===== src/rtl/rxf_pkg.sv =====
// Package: shared entry type and control register bit positions for the
// receive buffer. Assumes 8-bit data and a byte-wide control register.
package rxf_pkg;
    localparam int DATA_W = 8;
    localparam int CTL_W  = 8;

    // Control register bit positions
    localparam int CTL_RX_EN   = 6;
    localparam int CTL_TX_EN   = 5;
    localparam int CTL_ERRKEEP = 3;
    localparam int CTL_RIE     = 0;

    typedef struct packed {
        logic              ovr;
        logic              frm;
        logic              par;
        logic [DATA_W-1:0] data;
    } entry_t;
endpackage


===== src/rtl/rxf_store.sv =====
// Ring store of DEPTH entries, each a byte and its three error flags.
// Assumes DEPTH is a power of two, at least 2, and that the caller gives
// push_en/pop_en/drop already qualified by occupancy (drop only when full
// and not popping).
module rxf_store
    import rxf_pkg::*;
#(
    parameter int DEPTH = 4,
    localparam int AW = $clog2(DEPTH),
    localparam int CW = AW + 1
) (
    input  logic          clk,
    input  logic          rst_n,
    input  logic          push_en,
    input  logic          pop_en,
    input  logic          drop,
    input  entry_t        wr_entry,
    output entry_t        head,
    output logic [CW-1:0] count
);
    logic [AW-1:0] wptr, rptr;
    logic [AW-1:0] last_idx;
    entry_t        slots [DEPTH];

    assign last_idx = wptr - AW'(1);

    // Advance the write pointer, read pointer and occupancy.
    always_ff @(posedge clk) begin
        if (!rst_n) begin
            wptr  <= '0;
            rptr  <= '0;
            count <= '0;
        end else begin
            if (push_en) wptr <= wptr + AW'(1);
            if (pop_en)  rptr <= rptr + AW'(1);
            count <= count + CW'(push_en) - CW'(pop_en);
        end
    end

    for (genvar g = 0; g < DEPTH; g++) begin : g_slot
        entry_t slot_q;
        // Hold one entry; load it on a push, mark overrun on a dropped write.
        always_ff @(posedge clk) begin
            if (!rst_n)
                slot_q <= '0;
            else if (push_en && wptr == AW'(g))
                slot_q <= wr_entry;
            else if (drop && last_idx == AW'(g))
                slot_q.ovr <= 1'b1;
        end
        assign slots[g] = slot_q;
    end

    assign head = slots[rptr];


    push_count_chk: assert property (@(posedge clk) disable iff (!rst_n)
        (push_en && !pop_en) |=> count == $past(count) + CW'(1));

    drop_keeps_count_chk: assert property (@(posedge clk) disable iff (!rst_n)
        drop |=> count == $past(count));

    full_swap_chk: assert property (@(posedge clk) disable iff (!rst_n)
        (push_en && pop_en) |=> $stable(count));
endmodule


===== src/rtl/rxf_err_latch.sv =====
// Sticky error latches. A flag of the head entry is taken one edge after the
// head changes; a software clear empties the latches, and a same-cycle set
// wins over the clear. Assumes head_change marks the cycle before a new head.
module rxf_err_latch
    import rxf_pkg::*;
(
    input  logic   clk,
    input  logic   rst_n,
    input  logic   head_change,
    input  entry_t head,
    input  logic   clr,
    output logic   err_ovr,
    output logic   err_frm,
    output logic   err_par
);
    logic arrive_q;
    logic set_ovr, set_frm, set_par;

    assign set_ovr = arrive_q && head.ovr;
    assign set_frm = arrive_q && head.frm;
    assign set_par = arrive_q && head.par;

    // Remember that the head changed at the last edge.
    always_ff @(posedge clk) begin
        if (!rst_n) arrive_q <= 1'b0;
        else        arrive_q <= head_change;
    end

    // Update the three latches: clear on request, then OR in new flags.
    always_ff @(posedge clk) begin
        if (!rst_n) begin
            err_ovr <= 1'b0;
            err_frm <= 1'b0;
            err_par <= 1'b0;
        end else begin
            err_ovr <= (err_ovr && !clr) || set_ovr;
            err_frm <= (err_frm && !clr) || set_frm;
            err_par <= (err_par && !clr) || set_par;
        end
    end


    sticky_ovr_chk: assert property (@(posedge clk) disable iff (!rst_n)
        (err_ovr && !clr) |=> err_ovr);

    sticky_frm_chk: assert property (@(posedge clk) disable iff (!rst_n)
        (err_frm && !clr) |=> err_frm);

    clear_par_chk: assert property (@(posedge clk) disable iff (!rst_n)
        (clr && !set_par) |=> !err_par);

    head_frm_chk: assert property (@(posedge clk) disable iff (!rst_n)
        (arrive_q && head.frm) |=> err_frm);
endmodule


===== src/rtl/rxf_ctrl.sv =====
// Control register and interrupt. Holds the enables and produces the
// latch-clear strobe from a write with the error-keep bit low.
module rxf_ctrl
    import rxf_pkg::*;
(
    input  logic             clk,
    input  logic             rst_n,
    input  logic             ctl_wr,
    input  logic [CTL_W-1:0] ctl_wdata,
    input  logic             fifo_empty,
    output logic [CTL_W-1:0] ctl_q,
    output logic             clr_err,
    output logic             irq
);
    // Load the control register on a write strobe.
    always_ff @(posedge clk) begin
        if (!rst_n)      ctl_q <= '0;
        else if (ctl_wr) ctl_q <= ctl_wdata;
    end

    assign clr_err = ctl_wr && !ctl_wdata[CTL_ERRKEEP];
    assign irq     = ctl_q[CTL_RIE] && !fifo_empty;


    irq_needs_data_chk: assert property (@(posedge clk) disable iff (!rst_n)
        irq |-> !fifo_empty);

    ctl_load_chk: assert property (@(posedge clk) disable iff (!rst_n)
        ctl_wr |=> ctl_q == $past(ctl_wdata));
endmodule


===== src/rtl/rx_fifo_errlatch.sv =====
// Top: receive buffer with head-stage sticky error latches. Qualifies push,
// pop and overflow from occupancy and the receive enable, and computes when
// a new entry becomes the head. Assumes DEPTH is a power of two, >= 2.
module rx_fifo_errlatch
    import rxf_pkg::*;
#(
    parameter int DEPTH = 4,
    localparam int CW = $clog2(DEPTH) + 1
) (
    input  logic              clk,
    input  logic              rst_n,
    input  logic              wr_valid,
    input  logic [DATA_W-1:0] wr_data,
    input  logic              wr_ovr,
    input  logic              wr_frm,
    input  logic              wr_par,
    input  logic              rd_pop,
    output logic [DATA_W-1:0] rd_data,
    input  logic              ctl_wr,
    input  logic [CTL_W-1:0]  ctl_wdata,
    output logic [CTL_W-1:0]  ctl_value,
    output logic              rx_en,
    output logic              tx_en,
    output logic              err_ovr,
    output logic              err_frm,
    output logic              err_par,
    output logic [CW-1:0]     fifo_count,
    output logic              fifo_full,
    output logic              fifo_empty,
    output logic              irq
);
    entry_t        wr_entry, head;
    logic          push_en, pop_en, drop, clr_err, head_change;
    logic [CW-1:0] count_next;

    assign fifo_empty = (fifo_count == '0);
    assign fifo_full  = (fifo_count == CW'(DEPTH));
    assign rx_en      = ctl_value[CTL_RX_EN];
    assign tx_en      = ctl_value[CTL_TX_EN];

    assign pop_en  = rd_pop && !fifo_empty;
    assign push_en = wr_valid && rx_en && (!fifo_full || pop_en);
    assign drop    = wr_valid && rx_en && fifo_full && !pop_en;

    assign wr_entry = '{ovr: wr_ovr, frm: wr_frm, par: wr_par, data: wr_data};
    assign count_next  = fifo_count + CW'(push_en) - CW'(pop_en);
    assign head_change = (pop_en || fifo_empty) && (count_next != '0);
    assign rd_data     = fifo_empty ? '0 : head.data;

    rxf_store #(.DEPTH(DEPTH)) u_store (
        .clk      (clk),
        .rst_n    (rst_n),
        .push_en  (push_en),
        .pop_en   (pop_en),
        .drop     (drop),
        .wr_entry (wr_entry),
        .head     (head),
        .count    (fifo_count)
    );

    rxf_err_latch u_latch (
        .clk         (clk),
        .rst_n       (rst_n),
        .head_change (head_change),
        .head        (head),
        .clr         (clr_err),
        .err_ovr     (err_ovr),
        .err_frm     (err_frm),
        .err_par     (err_par)
    );

    rxf_ctrl u_ctrl (
        .clk        (clk),
        .rst_n      (rst_n),
        .ctl_wr     (ctl_wr),
        .ctl_wdata  (ctl_wdata),
        .fifo_empty (fifo_empty),
        .ctl_q      (ctl_value),
        .clr_err    (clr_err),
        .irq        (irq)
    );


    rx_disabled_chk: assert property (@(posedge clk) disable iff (!rst_n)
        (!rx_en && !rd_pop) |=> $stable(fifo_count));

    full_empty_excl_chk: assert property (@(posedge clk) disable iff (!rst_n)
        !(fifo_full && fifo_empty));
endmodule


===== config.mk =====
export PLATFORM = sky130hd
export DESIGN_NAME = rx_fifo_errlatch
export DESIGN_NICKNAME = d
export VERILOG_FILES = /design/src/rtl/rxf_pkg.sv /design/src/rtl/rxf_store.sv /design/src/rtl/rxf_err_latch.sv /design/src/rtl/rxf_ctrl.sv /design/src/rtl/rx_fifo_errlatch.sv
export SDC_FILE = /design/constraint.sdc
export NUM_CORES = 1
export LEC_CHECK = 0
export BUFFER_PORTS_ARGS = -buffer_cell sky130_fd_sc_hd__buf_2
export CORE_ASPECT_RATIO = 1.4
export CORE_UTILIZATION = 50
export CTS_BUF_LIST = sky130_fd_sc_hd__clkbuf_4
export DETAILED_ROUTE_END_ITERATION = 12
export GPL_ROUTABILITY_DRIVEN = 0
export MAX_ROUTING_LAYER = met4
export PLACE_DENSITY = 0.73
export SLEW_MARGIN = 20
export SYNTH_ARGS = -nofsm -noshare
export SYNTH_HDL_FRONTEND = slang
export SYNTH_SLANG_ARGS = --single-unit

===== constraint.sdc =====
create_clock -name clk -period 2.9 [get_ports clk]
set_input_delay 0.145 -clock clk [delete_from_list [all_inputs] [get_ports clk]]
set_output_delay 0.145 -clock clk [all_outputs]
set_load 0.005 [all_outputs]

-- Yosys cells after proc, flatten, opt, wreduce, memory -nomap -nowiden
Cells that the tools add are included.
- bits in writable memories: 0
- memory bits (read-only): 0
- word-level logic and storage cells: 90
- latch bits: 0
- memories: 0
- register bits: 63
- reductions and logical operators: 40
- divide/modulo/power cells: 0
- shifts and indexed selects: 0
- mux-type cells: 12
- equality and inequality tests: 7
- multipliers: 0
- bitwise gates (word level): 1
- order comparisons: 1
- add/sub/neg operators: 5
- operators with widths (cell ; number):
    $bmux W11 S2 ; 1
    $logic_and A1 B1 Y1 ; 22
    $mux W11 ; 2
    $eq A2 B2 Y1 const B ; 4
    $mux W1 ; 8
    $mux W8 ; 1
    $reduce_bool A2 Y1 ; 4
    $logic_not A1 Y1 ; 5
    $logic_or A1 B1 Y1 ; 5
    $add A2 B1 Y2 const B ; 2
    $eq A2 B1 Y1 const B ; 2
    $logic_not A2 Y1 ; 2
    $add A3 B1 Y3 ; 1
    $eq A3 B3 Y1 const B ; 1
    $ge A3 B3 Y1 const B ; 1
    $logic_not A3 Y1 ; 1
    $not A2 Y3 ; 1
    $reduce_bool A3 Y1 ; 1
    $sub A3 B1 Y3 ; 1
    $sub A2 B1 Y2 const B ; 1

-- Logic depth before layout (Yosys ltp)
- depth in word-level cells: 9
- depth in mapped cells: 10
- gate-level depth less buffers: 9

-- Hierarchy
From an unflattened synthesis, not the netlist that was laid out.
- cell total of the unflattened synthesis: 312
- area, all modules: 3186.8 µm²
- by module, submodules not included (module ; sequential area each (µm²) ; area each (µm²) ; cells an instance ; times used):
    rxf_store ; 1021.0 ; 2527.4 ; 244 ; 1
    rxf_ctrl ; 160.2 ; 314.1 ; 27 ; 1
    rx_fifo_errlatch ; 0.0 ; 206.4 ; 27 ; 1
    rxf_err_latch ; 80.1 ; 138.9 ; 14 ; 1

-- Worst setup path after synthesis
No wires, ideal clock.
- path kind: register to register
- start: register u_store.count[1]
- end: register u_latch.arrive_q
- required time: 2.782 ns
- path slack: 0.324 ns
- period minus slack after synthesis: 2.576 ns
- library setup time: 0.118 ns
- buffers on the path: 3
- data arrival time: 2.458 ns
- cell stages (with the launch flop): 11
- path through: dfxtp_1 > buf_6 > or4b_1 > buf_2 > and3_4 > buf_6 > ha_1 > fa_1 > xnor3_1 > nor3_1 > nor2_1
- cells in the longest elaborated chain, start to end: 9
- elaborated cells on any way between the ends: 12
- those cells by class: add/sub: 2; eq/ne: 1; reduce/logical: 9
- ends and longest elaborated chain (what ; RTL line ; source):
    from (decl) ; rxf_store.sv:19 ; output logic [CW-1:0] count
    from (signal assigned) ; rxf_store.sv:36 ; count <= count + CW'(push_en) - CW'(pop_en);
    $logic_not A3 Y1 ; rx_fifo_errlatch.sv:36 ; assign fifo_empty = (fifo_count == '0);
    $logic_not A1 Y1 ; rx_fifo_errlatch.sv:41 ; assign pop_en = rd_pop && !fifo_empty;
    $logic_and A1 B1 Y1 ; rx_fifo_errlatch.sv:41 ;
    $logic_or A1 B1 Y1 (*) ; rx_fifo_errlatch.sv:42 ; assign push_en = wr_valid && rx_en && (!fifo_full || pop_en);
    $logic_and A1 B1 Y1 (*) ; rx_fifo_errlatch.sv:42 ;
    net push_en ; rx_fifo_errlatch.sv:33 ; logic push_en, pop_en, drop, clr_err, head_change;
    $add A3 B1 Y3 (*) ; rx_fifo_errlatch.sv:46 ; assign count_next = fifo_count + CW'(push_en) - CW'(pop_en);
    $sub A3 B1 Y3 (*) ; rx_fifo_errlatch.sv:46 ;
    $reduce_bool A3 Y1 (*) ; rx_fifo_errlatch.sv:47 ; assign head_change = (pop_en || fifo_empty) && (count_next != '0);
    $logic_and A1 B1 Y1 (*) ; rx_fifo_errlatch.sv:47 ;
    to (signal assigned) ; rxf_err_latch.sv:26 ; else arrive_q <= head_change;
    to (decl) ; rxf_err_latch.sv:16 ; logic arrive_q;
Mark *: on every way through the listed nets, which the timed path passes. The rest lies on a longest branch.
A chain may end at the register's enable or synchronous reset.

-- Worst setup path after layout
- start: register u_store.count[1]
- end: register u_latch.arrive_q
- cells in the longest elaborated chain, start to end: 9
- elaborated cells on any way between the ends: 12
- those cells by class: add/sub: 2; eq/ne: 1; reduce/logical: 9
- ends and longest elaborated chain (what ; RTL line):
    $logic_not A3 Y1 ; rx_fifo_errlatch.sv:36
    $logic_not A1 Y1 ; rx_fifo_errlatch.sv:41
    $logic_and A1 B1 Y1 ; rx_fifo_errlatch.sv:41
    $logic_or A1 B1 Y1 ; rx_fifo_errlatch.sv:42
    $logic_and A1 B1 Y1 ; rx_fifo_errlatch.sv:42
    $add A3 B1 Y3 ; rx_fifo_errlatch.sv:46
    $sub A3 B1 Y3 ; rx_fifo_errlatch.sv:46
    $reduce_bool A3 Y1 ; rx_fifo_errlatch.sv:47
    $logic_and A1 B1 Y1 (*) ; rx_fifo_errlatch.sv:47
Mark *: on every way between the ends. The rest lies on a longest branch, timed or not.

==> run metrics <==
worst slack at placement=0.4199 ns; Worst-Margin Slew=0.9834 ns; Die Area=6432 um2; Seq/Total Area, Yosys=0.4128; Die Ht=94.50 um; H-tree depth=3; Final Util=0.5775; Top Usage Layer GRT=met2; initial antenna violation count=0; skew final=0.008264 ns; Final Hold Vio Count=1; Synthesized Nets=357; Final period util=0.8618; total routed wirelength=7428 um; Vias/cell=6.007; largest net degree at the start of global routing=69; post-CTS setup buffer count=0; Syn Area/Cell=9.372 um2; M2 GR Usage=0.4109; Num CTS Buffers=9; Initial Util=0.5211; failing checks=negative hold slack; # DRC=0; critical path's slowest cell=or4b_1; routing usage on met3=0.04469; CTS tree=yes; RSZ-0062 raised after global routing=no; setup tns final=0 ns; Min-Delay Path Class=input port to flop; Startpoint Class=flop; Die Wd=68.07 um; Area Overhead vs Synth=10.81%; Synth Register Bits=63; CP cell instances=or4b_1, and3_4, ha_1, fa_1, xnor3_1, nor3_1, nor2_1; clock root cell=clkbuf_4; maximum clock path buffer count=2; grt ovf=0; Required @ worst endpoint=3.21 ns; Rel. slew slack=0.3444; worst vdd ir=0.2778 mV; LEAKAGE=1.281 nW; post-synth cell types=32; share of layout cells above drive strength 1=0.2182; post-synthesis cell count=326; M1 GR Usage=0.3083; commonest non-fill, non-tap cell in the layout=dfxtp_1; crit path capture type=flop; Reg clk slew, reported paths=0.10 ns; count of final setup violators=0; Syn Std Cell Area=3055 um2; clock sinks=63; WP data arrival=2.81 ns; commonest cells after routing, fill and taps aside=dfxtp_1 (63), buf_2 (50), nand3_1 (47); port bufs=50; vias in the first global route=2,402; std cell rows=33; crit path max fanout=9; initial DRC count=131; core area=5863 um2; DRT Pass-1 Iters=4; setup ws final=0.4008 ns; Vias=2,595; final slew viol count=0; gr usage total=0.2563; Clock Latency Late Sink=0.41 ns; I/O pin total=51; highest clock rate=400.1 MHz; status=finished, violations left; power density over the cells=612.8 nW/um2; critical path type=flop to flop; Placement Cell Area=3271 um2; Nets=390; fin area=3386 um2; max cap viols=0; ANT cells=0; Synthesis Warnings=0; HPWL after DPL=4671 um; WHS=-0.0001476 ns; Post-DRT Antenna Nets=0; CP max stage delay=0.57 ns; fin crit period=2.499 ns; detail-routed net length per standard cell=17.19 um; first-pass GRT wire length=11,650 um
## power breakdown
part | leakage (nW) | switching, W | total [W] | internal, W
logic | 0.713 | 0.000339 | 0.000612 | 0.000274
clock network | 0.0577 | 0.000291 | 0.000470 | 0.000180
registers | 0.511 | 0.0000774 | 0.000992 | 0.000915
total | 1.28 | 0.000707 | 0.00207 | 0.00137
## timing repair
| action | 4_1_cts | 5_1_grt |
|---|---|---|
| hold buffers | 2 | 0 |
| resized for setup | 0 | 0 |
| hold endpoints to repair | 2 | 0 |
## routing by layer
layer | share of wire | vias up
li1 | - | 1231
met1 | 0.41 | 1257
met2 | 0.50 | 93
met3 | 0.064 | 14
met4 | 0.025 | 0
met5 | 0 | -
## flip-flops by register name, indices dropped and copies added, names as in the netlist
register and cells:
u_latch.arrive_q 1, u_ctrl.ctl_q 8, u_latch.err_frm 1, u_store.rptr 2, u_store.g_slot.slot_q 44, u_latch.err_ovr 1
u_store.wptr 2, u_store.count 3, u_latch.err_par 1
## worst paths after layout
path                                       start               end  slack (ns)  cells after the start
worst min register to register   u_latch.err_ovr   u_latch.err_ovr        0.47                      2
worst min-delay path                ctl_wdata[6]   u_ctrl.ctl_q[6]     -0.0001                      3
worst max-delay path            u_store.count[1]  u_latch.arrive_q        0.40                      7
worst max register to register  u_store.count[1]  u_latch.arrive_q        0.40                      7
## area by class of cell
type | count | area, um2
tap | 70 | 87.58
inverter | 7 | 26.28
clock buffer | 11 | 82.58
multi-input combinational | 222 | 1615
clock inverter | 3 | 12.51
timing repair buffer | 56 | 300.3
fill | 542 | 2477
sequential | 63 | 1261
## cells by family (layout without fill, tap and decap cells)
logic type               after synthesis  after routing  share of synthesized area
AO/OA/AOI/OAI                         98             98                     0.2002
AND/OR/NAND/NOR                       93             93                     0.1704
flip-flops                            63             63                     0.4128
buffers and inverters                 41             77                    0.05856
multiplexers                          21             21                     0.1138
adder cells (fa/ha/maj)                7              7                    0.03112
XOR/XNOR                               3              3                    0.01310
## worst max-delay path: cells and delay by family (launching register included)
kind / cells / cell delay, ns
flops: 1 / 0.42
xor+xnor: 1 / 0.39
fa+ha+maj: 2 / 0.57
simple gates: 4 / 1.02
## metrics by stage
| step | total power [W] | cells |
|---|---|---|
| after floorplan | 0.001421 | 326 |
| after global placement | 0.001605 | 416 |
| after detailed placement | 0.001623 | 416 |
| after CTS | 0.002084 | 432 |
| after global routing | 0.002207 | 432 |
| final | 0.002075 | 432 |
## synthesized netlist by cell type, drive strengths merged
library cell	n	area share
nand3	47	0.077
o311ai	1	0.0029
and3b	1	0.0029
a31oi	4	0.0082
nor3	2	0.0033
mux2i	10	0.033
clkbuf	24	0.029
nor2	1	0.0012
a21oi	4	0.0066
or4b	1	0.0033
ha	6	0.025
nor4b	1	0.0078
xnor2	2	0.0057
o21ai	44	0.072
mux4	11	0.081
o31ai	5	0.012
xnor3	1	0.0074
inv	7	0.0086
nor2b	18	0.037
and2	5	0.010
and3	5	0.012
dfxtp	63	0.41
nand2	11	0.014
fa	1	0.0066
a21boi	40	0.098
nor3b	1	0.0025
buf	10	0.020
No activity file was read; power rests on OpenSTA's default activity.
